**src/rtl/sldagu_pkg.sv**
```systemverilog
package sldagu_pkg;

    typedef enum logic [1:0] {
        EW_NATIVE = 2'd0,
        EW_BYTE   = 2'd1,
        EW_HALF   = 2'd2,
        EW_WORD   = 2'd3
    } elem_width_e;

    typedef enum logic {
        STEP_UNIT = 1'b0,
        STEP_IMM  = 1'b1
    } step_mode_e;

    // Element size in bytes for the fixed codes; native width returns 0
    function automatic logic [3:0] fixed_bytes(input logic [1:0] code);
        case (code)
            EW_BYTE: fixed_bytes = 4'd1;
            EW_HALF: fixed_bytes = 4'd2;
            EW_WORD: fixed_bytes = 4'd4;
            default: fixed_bytes = 4'd0;
        endcase
    endfunction

endpackage

```
**src/rtl/sldagu_offset_table.sv**
```systemverilog
module sldagu_offset_table #(
    parameter int XLEN        = 32,
    parameter int REG_W       = 5,
    parameter int NUM_ENTRIES = 2,
    localparam int IDX_W      = (NUM_ENTRIES > 1) ? $clog2(NUM_ENTRIES) : 1
) (
    input  logic             clk,
    input  logic             rst_n,
    input  logic             wr_en,
    input  logic [IDX_W-1:0] wr_idx,
    input  logic [REG_W-1:0] wr_reg,
    input  logic             wr_bank,
    input  logic             wr_mode,
    input  logic [XLEN-1:0]  wr_amount,
    input  logic [REG_W-1:0] lk_reg,
    input  logic             lk_bank,
    output logic             hit,
    output logic             hit_mode,
    output logic [XLEN-1:0]  hit_amount
);

    typedef struct packed {
        logic             used;
        logic [REG_W-1:0] regn;
        logic             bank;
        logic             mode;
        logic [XLEN-1:0]  amount;
    } entry_t;

    entry_t [NUM_ENTRIES-1:0] ent_d, ent_q;
    logic   [NUM_ENTRIES-1:0] match;
    logic   [IDX_W-1:0]       sel;

    always_comb begin
        ent_d = ent_q;
        if (wr_en) begin
            ent_d[wr_idx].used   = 1'b1;
            ent_d[wr_idx].regn   = wr_reg;
            ent_d[wr_idx].bank   = wr_bank;
            ent_d[wr_idx].mode   = wr_mode;
            ent_d[wr_idx].amount = wr_amount;
        end
    end

    always_ff @(posedge clk) begin
        if (!rst_n) ent_q <= '0;
        else        ent_q <= ent_d;
    end

    for (genvar g = 0; g < NUM_ENTRIES; g++) begin : g_match
        assign match[g] = ent_q[g].used && (ent_q[g].regn == lk_reg)
                          && (ent_q[g].bank == lk_bank);
    end

    // Lowest-numbered matching entry wins
    always_comb begin
        hit = 1'b0;
        sel = '0;
        for (int k = NUM_ENTRIES - 1; k >= 0; k--) begin
            if (match[k]) begin
                hit = 1'b1;
                sel = IDX_W'(k);
            end
        end
    end

    assign hit_mode   = hit ? ent_q[sel].mode : 1'b0;
    assign hit_amount = hit ? ent_q[sel].amount : '0;

    AST_MISS_IS_UNIT: assert property (@(posedge clk) disable iff (!rst_n)
        !hit |-> (hit_amount == '0) && !hit_mode);

endmodule

```
**src/rtl/sldagu_step_sel.sv**
```systemverilog
module sldagu_step_sel
    import sldagu_pkg::*;
#(
    parameter int XLEN  = 32,
    parameter int IMM_W = 12
) (
    input  logic [XLEN-1:0]  base,
    input  logic [IMM_W-1:0] imm,
    input  logic [1:0]       width,
    input  logic             mode,
    input  logic [XLEN-1:0]  amount,
    output logic [XLEN-1:0]  start_addr,
    output logic [XLEN-1:0]  step
);

    localparam int NATIVE_BYTES = XLEN / 8;

    logic [XLEN-1:0] unit_step;
    logic [XLEN-1:0] imm_step;

    always_comb begin
        if (width == EW_NATIVE) unit_step = XLEN'(NATIVE_BYTES);
        else                    unit_step = XLEN'(fixed_bytes(width));
    end

    assign imm_step   = {{(XLEN-IMM_W){imm[IMM_W-1]}}, imm};
    assign step       = (mode == STEP_IMM) ? imm_step : unit_step;
    assign start_addr = base + amount;

endmodule

```
**src/rtl/sldagu_sequencer.sv**
```systemverilog
module sldagu_sequencer #(
    parameter int XLEN   = 32,
    parameter int NREGS  = 32,
    parameter int REG_W  = 5,
    parameter int VL_W   = 6
) (
    input  logic             clk,
    input  logic             rst_n,
    input  logic             req_fire,
    input  logic [REG_W-1:0] dst,
    input  logic [VL_W-1:0]  vl,
    input  logic [XLEN-1:0]  start_addr,
    input  logic [XLEN-1:0]  step,
    input  logic             out_ready,
    output logic             busy,
    output logic [XLEN-1:0]  out_addr,
    output logic [REG_W-1:0] out_reg,
    output logic             out_last,
    output logic             err_out
);

    typedef struct packed {
        logic             busy;
        logic             err;
        logic [XLEN-1:0]  addr;
        logic [XLEN-1:0]  step;
        logic [REG_W-1:0] regn;
        logic [VL_W-1:0]  left;
    } seq_t;

    seq_t state_d, state_q;

    logic [VL_W:0] run_end;
    logic          illegal;

    assign run_end = {1'b0, VL_W'(dst)} + {1'b0, vl};
    assign illegal = (vl == '0) || (run_end > (VL_W+1)'(NREGS));

    always_comb begin
        state_d     = state_q;
        state_d.err = 1'b0;
        if (!state_q.busy) begin
            if (req_fire) begin
                if (illegal) begin
                    state_d.err = 1'b1;
                end else begin
                    state_d.busy = 1'b1;
                    state_d.addr = start_addr;
                    state_d.step = step;
                    state_d.regn = dst;
                    state_d.left = vl - 1'b1;
                end
            end
        end else if (out_ready) begin
            if (state_q.left == '0) begin
                state_d.busy = 1'b0;
            end else begin
                state_d.addr = state_q.addr + state_q.step;
                state_d.regn = state_q.regn + 1'b1;
                state_d.left = state_q.left - 1'b1;
            end
        end
    end

    always_ff @(posedge clk) begin
        if (!rst_n) state_q <= '0;
        else        state_q <= state_d;
    end

    assign busy     = state_q.busy;
    assign out_addr = state_q.addr;
    assign out_reg  = state_q.regn;
    assign out_last = state_q.busy && (state_q.left == '0);
    assign err_out  = state_q.err;

    AST_STALL_HOLD: assert property (@(posedge clk) disable iff (!rst_n)
        busy && !out_ready |=> busy && $stable(out_addr) && $stable(out_reg) && $stable(out_last));
    AST_REG_NEXT: assert property (@(posedge clk) disable iff (!rst_n)
        busy && out_ready && !out_last |=> busy && (out_reg == $past(out_reg) + 1'b1));
    AST_ADDR_NEXT: assert property (@(posedge clk) disable iff (!rst_n)
        busy && out_ready && !out_last |=> out_addr == $past(out_addr) + $past(state_q.step));
    AST_LAST_RETIRES: assert property (@(posedge clk) disable iff (!rst_n)
        busy && out_ready && out_last |=> !busy);
    AST_ILLEGAL_SILENT: assert property (@(posedge clk) disable iff (!rst_n)
        req_fire && illegal |=> err_out && !busy);
    AST_FIRST_REG: assert property (@(posedge clk) disable iff (!rst_n)
        req_fire && !illegal |=> busy && (out_reg == $past(dst)));
    AST_ERR_IDLE: assert property (@(posedge clk) disable iff (!rst_n)
        err_out |-> !busy);

endmodule

```
**src/rtl/strided_load_agu.sv**
```systemverilog
module strided_load_agu #(
    parameter int XLEN        = 32,
    parameter int NREGS       = 32,
    parameter int NUM_ENTRIES = 2,
    parameter int IMM_W       = 12,
    localparam int REG_W      = $clog2(NREGS),
    localparam int VL_W       = REG_W + 1,
    localparam int IDX_W      = (NUM_ENTRIES > 1) ? $clog2(NUM_ENTRIES) : 1
) (
    input  logic             clk,
    input  logic             rst_n,
    input  logic             cfg_we,
    input  logic [IDX_W-1:0] cfg_idx,
    input  logic [REG_W-1:0] cfg_reg,
    input  logic             cfg_bank,
    input  logic             cfg_mode,
    input  logic [XLEN-1:0]  cfg_amount,
    input  logic             req_valid,
    output logic             req_ready,
    input  logic [REG_W-1:0] req_dst,
    input  logic [REG_W-1:0] req_areg,
    input  logic             req_abank,
    input  logic [XLEN-1:0]  req_base,
    input  logic [IMM_W-1:0] req_imm,
    input  logic [1:0]       req_width,
    input  logic [VL_W-1:0]  req_vl,
    output logic             out_valid,
    input  logic             out_ready,
    output logic [XLEN-1:0]  out_addr,
    output logic [REG_W-1:0] out_reg,
    output logic             out_last,
    output logic             err_illegal
);

    logic            busy;
    logic            req_fire;
    logic            hit;
    logic            hit_mode;
    logic [XLEN-1:0] hit_amount;
    logic [XLEN-1:0] start_addr;
    logic [XLEN-1:0] step;

    assign req_ready = !busy;
    assign req_fire  = req_valid && req_ready;
    assign out_valid = busy;

    sldagu_offset_table #(
        .XLEN        (XLEN),
        .REG_W       (REG_W),
        .NUM_ENTRIES (NUM_ENTRIES)
    ) u_table (
        .clk        (clk),
        .rst_n      (rst_n),
        .wr_en      (cfg_we),
        .wr_idx     (cfg_idx),
        .wr_reg     (cfg_reg),
        .wr_bank    (cfg_bank),
        .wr_mode    (cfg_mode),
        .wr_amount  (cfg_amount),
        .lk_reg     (req_areg),
        .lk_bank    (req_abank),
        .hit        (hit),
        .hit_mode   (hit_mode),
        .hit_amount (hit_amount)
    );

    sldagu_step_sel #(
        .XLEN  (XLEN),
        .IMM_W (IMM_W)
    ) u_step (
        .base       (req_base),
        .imm        (req_imm),
        .width      (req_width),
        .mode       (hit_mode),
        .amount     (hit_amount),
        .start_addr (start_addr),
        .step       (step)
    );

    sldagu_sequencer #(
        .XLEN  (XLEN),
        .NREGS (NREGS),
        .REG_W (REG_W),
        .VL_W  (VL_W)
    ) u_seq (
        .clk        (clk),
        .rst_n      (rst_n),
        .req_fire   (req_fire),
        .dst        (req_dst),
        .vl         (req_vl),
        .start_addr (start_addr),
        .step       (step),
        .out_ready  (out_ready),
        .busy       (busy),
        .out_addr   (out_addr),
        .out_reg    (out_reg),
        .out_last   (out_last),
        .err_out    (err_illegal)
    );

    AST_READY_WHILE_IDLE: assert property (@(posedge clk) disable iff (!rst_n)
        !out_valid |-> req_ready);
    AST_NO_ACCEPT_BUSY: assert property (@(posedge clk) disable iff (!rst_n)
        out_valid && !(out_ready && out_last) |=> !req_ready);
    AST_FIRST_ADDR: assert property (@(posedge clk) disable iff (!rst_n)
        req_fire && !hit && (req_vl != '0) && (({1'b0, VL_W'(req_dst)} + {1'b0, req_vl}) <= (VL_W+1)'(NREGS))
        |=> out_addr == $past(req_base));

endmodule

```
**config.mk**
```make
export PLATFORM = sky130hd
export DESIGN_NAME = strided_load_agu
export DESIGN_NICKNAME = d
export VERILOG_FILES = /design/src/rtl/sldagu_pkg.sv /design/src/rtl/sldagu_offset_table.sv /design/src/rtl/sldagu_step_sel.sv /design/src/rtl/sldagu_sequencer.sv /design/src/rtl/strided_load_agu.sv
export SDC_FILE = /design/constraint.sdc
export NUM_CORES = 1
export LEC_CHECK = 0
export BUFFER_PORTS_ARGS = -buffer_cell sky130_fd_sc_hd__buf_2
export CORE_MARGIN = 3
export CORE_UTILIZATION = 40
export DETAILED_ROUTE_END_ITERATION = 7
export SYNTH_ARGS = -nofsm -noshare
export SYNTH_HDL_FRONTEND = slang
export SYNTH_SLANG_ARGS = --single-unit
export TNS_END_PERCENT = 5
```
**constraint.sdc**
```tcl
create_clock -name clk -period 3.85 [get_ports clk]
set_input_delay 0.385 -clock clk [delete_from_list [all_inputs] [get_ports clk]]
set_output_delay 0.385 -clock clk [all_outputs]
set_load 0.05 [all_outputs]
```
After elaboration in Yosys (flattened, before gate mapping)
Index checks and enable logic that the tools add are counted.

Reduce and logical (&&, ||, !) cells: 16. Multiplexer cells: 38. Order comparisons: 4. Add/subtract/negate cells: 6. Equal/unequal tests: 10. Bitwise logic cells: 4.

Operator list (number): bitwise mux 80 bit (5); demux 40 bit (select 1 bit) (5); two-way mux 32 bit (6); two-way mux 33 bit (3); two-way mux 77 bit (1); two-way mux 75 bit (1); adder 32 bit (2); two-way mux 40 bit (1); two-way mux 39 bit (1); two-way mux 34 bit (1); two-way mux 11 bit (3); logical NOT 6 bit (2); subtractor 6 x 1 -> 6 bit, second input constant (2); equality test 5 bit (2); two-way mux 1 bit (9); one-hot mux 3 bit (3 select lines) (1); adder 5 x 6 -> 7 bit (1); > comparator 7 x 6 -> 1 bit, second input constant (1); logical AND 1 bit (7); adder 5 x 1 -> 5 bit, second input constant (1); equality test 2 bit, second input constant (2); less-than comparator 1 x 2 -> 1 bit, second input constant (2); != test 2 bit, second input constant (2); inverter 1 bit (4); other kinds (12) (13).

Register bits after elaboration: 157. Word-level logic and storage cells: 94. Output and inout bits: 41. Input bits: 108.

Logic depth before layout (Yosys ltp)
Gate-level depths: netlist of the first run.

Depth after elaboration: 12. Gate-level depth with buffers: 17.

By module
A second synthesis of the first run with hierarchy kept.

Cell total of the unflattened synthesis: 1477. Area, all modules: 11343.4 µm².

By module, submodules not included: sldagu_sequencer (sequential area each 1541.5 µm², cells each 728, instances 1, area each 5406.4 µm²); sldagu_offset_table (sequential area each 1601.5 µm², cells each 478, instances 1, area each 3975.1 µm²); sldagu_step_sel (sequential area each 0.0 µm², cells each 269, instances 1, area each 1951.9 µm²); strided_load_agu (sequential area each 0.0 µm², cells each 2, instances 1, area each 10.0 µm²).

Worst setup path before layout of the first run
Ideal clock, no wire load.

Path type: input to register. Start point: input req_abank. End point: register u_seq.state_q, in the netlist u_seq.out_addr[25]. Cell stages on the path: 15. Required time: 3.730 ns. Buffers on the path: 1. Arrival: 3.723 ns. Path slack: 0.007 ns. Path through: xor2_1 > nor4_2 > nor3_1 > clkbuf_1 > a22o_1 > ha_1 > a2111oi_4 > o21ai_2 > a311oi_4 > o21a_4 > o31ai_4 > a31oi_4 > nand3b_1 > o211ai_1 > o31a_1.

Longest elaborated chain between the ends: 11. Elaborated cells between the ends (all ways): 14. Those cells by class: 1 x add/sub; 2 x eq/ne; 9 x mux; 2 x reduce/logical.

RTL lines: from (decl) (line strided_load_agu.sv:22) `input logic req_abank,`; equality test 1 bit (line sldagu_offset_table.sv:52) `&& (ent_q[g].bank == lk_bank);`; logical AND 1 bit (line sldagu_offset_table.sv:52); two-way mux 1 bit (2 in series) (line sldagu_offset_table.sv:60) `if (match[k]) begin`; two-way mux 33 bit (2 in series); two-way mux 32 bit * (line sldagu_offset_table.sv:68) `assign hit_amount = hit ? ent_q[sel].amount : '0;`; adder 32 bit * (line sldagu_step_sel.sv:28) `assign start_addr = base + amount;`; two-way mux 75 bit * (line sldagu_sequencer.sv:44) `if (illegal) begin`; two-way mux 77 bit * (line sldagu_sequencer.sv:43) `if (req_fire) begin`; two-way mux 32 bit * (line sldagu_sequencer.sv:42) `if (!state_q.busy) begin`; to (signal assigned) (line sldagu_sequencer.sv:67) `else state_q <= state_d;`; to (decl) (line sldagu_sequencer.sv:31) `seq_t state_d, state_q;`.

Every way passes the cells marked *; elsewhere a longest branch is shown, timed or not. The select of a mux whose other input is x is not followed. A chain may end at the register's enable or synchronous reset.

Final worst setup path of the first run
Start point: register u_table.ent_q[37] in the netlist's numbering. End point: register u_seq.state_q, in the netlist u_seq.out_addr[25].

Longest elaborated chain between the ends: 11. Elaborated cells between the ends (all ways): 12. Those cells by class: 1 x add/sub; 1 x eq/ne; 8 x mux; 2 x reduce/logical.

RTL lines: from (decl) (line sldagu_offset_table.sv:30) `entry_t [NUM_ENTRIES-1:0] ent_d, ent_q;`; from (signal assigned) (line sldagu_offset_table.sv:47) `else ent_q <= ent_d;`; equality test 5 bit * (line sldagu_offset_table.sv:51) `assign match[g] = ent_q[g].used && (ent_q[g].regn == lk_reg)`; logical AND 1 bit * (line sldagu_offset_table.sv:51); logical AND 1 bit * (line sldagu_offset_table.sv:52); two-way mux 1 bit (line sldagu_offset_table.sv:60); two-way mux 33 bit (2 in series); two-way mux 32 bit * (line sldagu_offset_table.sv:68); adder 32 bit * (line sldagu_step_sel.sv:28); two-way mux 75 bit * (line sldagu_sequencer.sv:44); two-way mux 77 bit * (line sldagu_sequencer.sv:43); two-way mux 32 bit * (line sldagu_sequencer.sv:42).

Marked as above.

==> impl_metrics.json, run 1 <==
{
  "place_hpwl_um": 21660,
  "antenna_cells": 0,
  "coreArea_um2": 22980,
  "vdd_drop_max_uv": 274.7,
  "combPwrFrac": 0.215,
  "startpoint_type": "flip-flop",
  "seqPwrFrac": 0.390,
  "slew_violations": 0,
  "die_x_um": 160.3,
  "synthFlopType": "dfxtp_1",
  "critPathMaxFanout": 9,
  "internal_power_mw": 2.766,
  "syn_area_um2": 9524,
  "fp-row-count": 55,
  "crit_arrival_ns": 4.01,
  "root_buffer": "clkbuf_16",
  "avgSynthCellArea_um2": 7.565,
  "dr.pass1.iters": 5,
  "fin_crit_sh": 0.9614,
  "track_usage": 0.2181,
  "cts_buffer_depth": 2,
  "nNetsFinal": 1576,
  "drt-total-wl_um": 29210,
  "layout_commonest_cell": "nand2_1",
  "dr_total_vias": 9373,
  "ys_async_sr_fraction": 0,
  "finClkSkew_ns": 0.01166,
  "setup.worst_path.start": "u_table.ent_q[37]",
  "synth_cells": 1259,
  "regMostFlops": "u_table.ent_q",
  "power.net_switching_mw": 1.313,
  "drt_iter0_drc": 636,
  "maxSlewHeadroom": 0.4433,
  "ys_warn_count": 0,
  "gp_congestion": 0.9005,
  "synth_edf_count": 0,
  "clock-sinks": 137,
  "area_delta_synth_final_pct": 20.94,
  "hold_viol_final": 0,
  "layout_common_cells": "220 x nand2_1, 168 x a21oi_1, 148 x buf_2",
  "hp-class": "in -> reg",
  "synth_cell_types": 68,
  "post-route-min-period_ns": 3.701,
  "power.density_nw_per_um2": 354.0,
  "clock.fmax_mhz": 270.2,
  "dieArea_um2": 25700,
  "p_leak_nw": 5.073,
  "critical_path.endpoint_type": "flip-flop",
  "yosysSeqAreaShare": 0.2880,
  "reg2reg_slack_ns": 0.15,
  "cts-buffers-inserted": 17,
  "portBuffers": 148,
  "grt_setup_unrepaired": "yes",
  "die_height_um": 160.3,
  "largest_reg_flops": 80,
  "htreeDepth": 4,
  "clk_pin_slew_ns": 0.06,
  "synthesis.nets": 1442,
  "worstPathRequired_ns": 4.16,
  "ios": 149,
  "crit_path_end": "u_seq.out_addr[25]",
  "cap_violations": 0,
  "drt-wirelength-per-cell_um": 16.99,
  "crit_type": "reg -> reg",
  "antenna_found_initial": 4,
  "r2r_cells": 18,
  "layout_setup_ws_ns": 0.1488,
  "clock_latency_ns": 0.42,
  "viasPerCell": 5.453,
  "holdWs_ns": 0.1977,
  "grt_pass1_vias": 8810,
  "r2r_start": "u_table.ent_q[37]",
  "overflow": 0,
  "initial_core_util": 0.4144,
  "setup_viol_count_final": 0,
  "power_frac_clock": 0.395,
  "tritoncts": "built",
  "r2r-end": "u_seq.out_addr[25]",
  "grt_max_degree": 79,
  "drc": 0,
  "worst_pin_slew_ns": 0.8320,
  "fillCellCount": 2302,
  "grt_pass1_wl_um": 46000,
  "drtAntennaViolNets": 0,
  "p_sw_frac": 0.3219,
  "post-place-ws_ns": -0.5122,
  "status": "complete, no violations",
  "layout-drive-gt1-share": 0.2155,
  "yosys_register_bits": 137
}
==> synth_stat cells (17+ instances only) <==
master    number  area (um2)
ha_1          72       900.9
a21oi_1      172       860.8
o21ai_0       67       335.3
clkbuf_1      65       244.0
xnor2_1       39       341.6
a22o_1        31       271.5
a21o_1        25       187.7
inv_1         27       101.4
xor2_1        33       289.0
nor3_1        17       85.08
buf_4         38       285.3
dfxtp_1      137        2743
nor2_1        86       322.8
nand3_1       32       160.2
nand2_1      221       829.6
==> final cells by class <==
class	instances	area, um2	share of cell area
Clock buffer	19	432.9	0.03758
Clock inverter	13	143.9	0.01249
Inverter	28	106.4	0.009233
Multi-Input combinational cell	983	6312	0.5480
Sequential cell	137	2746	0.2384
Tap cell	313	391.6	0.03400
Timing Repair Buffer	226	1385	0.1202
==> kinds of logic after synthesis <==
logic type	synth area share
buffers and inverters	0.07015
AND/OR/NAND/NOR	0.1922
AO/OA/AOI/OAI	0.2773
flip-flops	0.2880
XOR/XNOR	0.06621
adder cells (fa/ha/maj)	0.1009
multiplexers	0.005255
==> critical path: stages, from the launching register on <==
cell,delay (ns)
dfxtp_2,0.36
xnor2_2,0.11
nand4_1,0.15
nor4_4,0.22
buf_4,0.18
nor3_4,0.05
buf_12,0.14
buf_12,0.12
a22o_1,0.20
ha_1,0.33
and4_1,0.24
a311oi_4,0.14
o21a_4,0.24
o31ai_4,0.30
a31oi_4,0.13
buf_6,0.14
o2111ai_2,0.15
o211ai_1,0.11
o31a_1,0.27
==> worst min-delay path by stage <==
stage / from / endpoint / depth (start not counted)
after global routing: cfg_amount[10] / u_table.ent_q[10] / 3
after floorplan: u_table.ent_q[71] / u_table.ent_q[71] / 2
final: req_imm[5] / u_seq.state_q[16] / 3
after global placement: u_table.ent_q[23] / u_table.ent_q[23] / 2
after CTS: req_imm[6] / u_seq.state_q[17] / 3
after detailed placement: u_table.ent_q[42] / u_table.ent_q[42] / 2
==> power by group through the flow <==
stage	Clock, mW	Sequential [mW]	Combinational (mW)
CTS	1.64	1.59	0.866
finish	1.61	1.59	0.875
global placement	0	1.62	0.855
global route	1.70	1.60	0.961
floorplan	0	1.59	0.646
detailed placement	0	1.62	0.861
==> metrics by stage <==
step	setup TNS, ns	power, mW	utilization	cells	instance area (um2)
5_1_grt	-0.04932	4.267	0.5011	1719	11520
3_3_place_gp	-5.078	2.476	0.4622	1677	10620
6_report	0	4.078	0.5011	1719	11520
2_1_floorplan	0	2.239	-	1259	9524
3_5_place_dp	-7.777	2.481	0.4622	1677	10620
4_1_cts	0	4.099	0.4878	1709	11210
==> timing repair <==
action                                  in CTS  in global routing
hold buffers                                 0                  0
pin swaps                                    1                 32
gates cloned                                 0                  1
buffers inserted                             0                 10
endpoints found under the setup margin      21                 17
gates resized for setup                      2                 37
==> per-layer routing <==
layer | GRT usage | share of wire | up-vias
li1 | - | - | 4729
met1 | 0.3075 | 0.47 | 4327
met2 | 0.3380 | 0.45 | 271
met3 | 0.05030 | 0.066 | 38
met4 | 0.05365 | 0.014 | 8
met5 | 0 | 0.0020 | -
Note: power is estimated with default switching activity, not from simulation.
==> run 2, diff against run 1 <==
SYNTH_HIERARCHICAL = 1   (was default)
TNS_END_PERCENT = default   (was 5)
==> run 2 against run 1 <==
Against the previous run:
- the flow now finishes with violations (negative setup slack)
- clock skew increased by 0.00087 ns
- setup slack got worse by 0.29 ns
- routed wire length increased by 17%
- first-iteration DRC count is 26% higher
- critical path type unchanged
- critical endpoint is now u_seq/out_addr[30]
- largest cell class unchanged
==> impl_metrics.json, run 2 <==
{
  "status": "complete, but fails checks",
  "violations": "negative setup slack",
  "hold_viol_final": 0,
  "seqPwrFrac": 0.378,
  "fp-row-count": 60,
  "fillCellCount": 2685,
  "layout_common_cells": "333 x nand2_1, 155 x dfxtp_1, 148 x buf_2",
  "hold_depth": 3,
  "grt_pass1_vias": 10540,
  "grt_pass1_wl_um": 54320,
  "gp_congestion": 0.9374,
  "critPathMaxFanout": 5,
  "power.density_nw_per_um2": 343.2,
  "cts-buffers-inserted": 17,
  "crit_type": "reg -> reg",
  "overflow": 0,
  "dr_total_vias": 10770,
  "htreeDepth": 4,
  "ff_latch_area_um2": 3146,
  "fin_crit_sh": 1.036,
  "portBuffers": 148,
  "cap_violations": 0,
  "cts_buffer_depth": 2,
  "drt-wirelength-per-cell_um": 16.82,
  "setup_viol_count_final": 2,
  "multiInputGateArea_um2": 7564,
  "area_delta_synth_final_pct": 22.44,
  "hold_buffers": 0,
  "reg2reg_slack_ns": -0.14,
  "crit_chain": "xor2_1 > or4_4 > buf_6 > mux2_4 > fa_2 > a21o_1 > a221oi_2 > o211ai_2 > a311oi_2 > nor4_1 > or3_1 > xor2_1 > nand2_1 > nand2_1 > o31a_1",
  "initial_core_util": 0.4137,
  "ys_warn_count": 6,
  "avgSynthCellArea_um2": 7.679,
  "drt_iter0_drc": 801,
  "power_frac_clock": 0.401,
  "nNetsFinal": 1825,
  "hold_path_startpoint": "cfg_reg[2]",
  "die_height_um": 174.3,
  "slew_violations": 0,
  "post-place-ws_ns": -0.4642,
  "vdd_drop_max_uv": 262.7,
  "critPathSlowestCell": "or4_4",
  "r2r_start": "u_table/ent_q[33]",
  "power.net_switching_mw": 1.498,
  "holdWs_ns": 0.2216,
  "worstPathRequired_ns": 4.15,
  "layout.cells.non_filler": 2027,
  "dr.pass1.iters": 6,
  "tritoncts": "built",
  "largest_reg_flops": 80,
  "clock_latency_ns": 0.42,
  "crit_path_max_incr_delay_ns": 0.62,
  "antenna_found_initial": 0,
  "grt_setup_unrepaired": "yes",
  "post-route-min-period_ns": 3.988,
  "viasPerCell": 5.312,
  "layout_commonest_cell": "nand2_1",
  "track_usage": 0.2179,
  "drtAntennaViolNets": 0,
  "clock-sinks": 157,
  "startpoint_type": "flip-flop",
  "synthesis.nets": 1659,
  "crit_arrival_ns": 4.29,
  "r2r-end": "u_seq/out_addr[30]",
  "layout_setup_ws_ns": -0.1379,
  "p_leak_nw": 5.895,
  "fin_util": 0.5065,
  "whs_endpoint": "u_table/ent_q[36]",
  "syn_area_um2": 11330,
  "worst_pin_slew_ns": 0.9163,
  "finClkSkew_ns": 0.01252,
  "ios": 149,
  "p_sw_frac": 0.3145,
  "hp-class": "in -> reg",
  "combPwrFrac": 0.221,
  "clock.fmax_mhz": 250.8,
  "drt-total-wl_um": 34090,
  "antenna_cells": 0,
  "coreArea_um2": 27400,
  "dp_cells": 1984,
  "place_hpwl_um": 25010,
  "clk_pin_slew_ns": 0.07,
  "grt_max_degree": 69,
  "internal_power_mw": 3.265,
  "r2r_cells": 15,
  "regMostFlops": "u_table/ent_q",
  "dieArea_um2": 30390,
  "tns_ns": -0.2103,
  "critical_path.endpoint_type": "flip-flop",
  "layout-drive-gt1-share": 0.2628,
  "synth_cells": 1476,
  "drc": 0,
  "die_x_um": 174.3,
  "root_buffer": "clkbuf_16",
  "maxSlewHeadroom": 0.3891
}
## run 2: cell types whose count changed in the layout (fill, tap and decap cells not counted), moves of 13 or more
cell,previous run,this run
a22o_1,29,0
mux2_4,0,29
o21ai_0,65,88
a21boi_0,2,81
nor2_1,84,41
nand2_1,220,333
nor4_1,2,36
dfxtp_1,134,155
a22oi_1,14,1
a21oi_1,168,121
buf_4,73,136
## run 2: final cells by class
cell class | instances | area share
sequential | 157 | 0.2267
clock inverter | 13 | 0.01524
tap | 372 | 0.03354
clock buffer | 19 | 0.03191
timing repair buffer | 294 | 0.1401
inverter | 28 | 0.007573
multi-input combinational | 1144 | 0.5450
## run 2: critical path, delay by kind of cell, from the launching register on
family | cells | cell delay (ns)
mux | 1 | 0.31
xor+xnor | 2 | 0.31
simple gates | 5 | 1.12
fa+ha+maj | 1 | 0.36
buf+inv | 1 | 0.18
flops | 1 | 0.33
compound gates | 5 | 1.24
## run 2: power groups by stage
| stage | Combinational (mW) | Clock [mW] | Sequential [mW] |
|---|---|---|---|
| floorplan | 0.737 | 0 | 1.81 |
| global placement | 1.02 | 0 | 1.84 |
| detailed placement | 1.03 | 0 | 1.84 |
| CTS | 1.04 | 1.94 | 1.80 |
| global route | 1.15 | 2.01 | 1.82 |
| finish | 1.05 | 1.91 | 1.80 |
## run 2: metrics by stage
stage | area, um2 | power, mW
after CTS | 13600 | 4.781
after global routing | 13880 | 4.968
after floorplan | 11350 | 2.551
after detailed placement | 12800 | 2.868
after global placement | 12800 | 2.856
final | 13880 | 4.763
## run 2: how the worst max path moves through the flow
stage / end / startpoint / slack, ns / cells after the start
6_report: u_seq/out_addr[30] / u_table/ent_q[33] / -0.14 / 15
5_1_grt: u_seq/out_addr[30] / u_table/ent_q[35] / -0.30 / 16
4_1_cts: u_seq/out_addr[30] / u_table/ent_q[34] / -0.18 / 16
3_5_place_dp: u_seq/out_addr[30] / req_areg[1] / -0.46 / 17
3_3_place_gp: u_seq/out_addr[30] / req_areg[1] / -0.39 / 17
2_1_floorplan: u_seq/out_addr[30] / req_abank / -0.28 / 17
## run 2: what timing repair did
item                       in CTS  in global routing
setup buffers                   5                  6
resized for setup              22                 41
setup endpoints to repair      12                 16
pin swaps                      13                 22
## run 2: layer usage
layer,vias up,track usage,share of wire
met1,5026,0.2859,0.46
li1,5447,-,-
met3,32,0.03277,0.045
met4,0,0.04993,0.015
met2,262,0.3773,0.48
met5,-,0,0
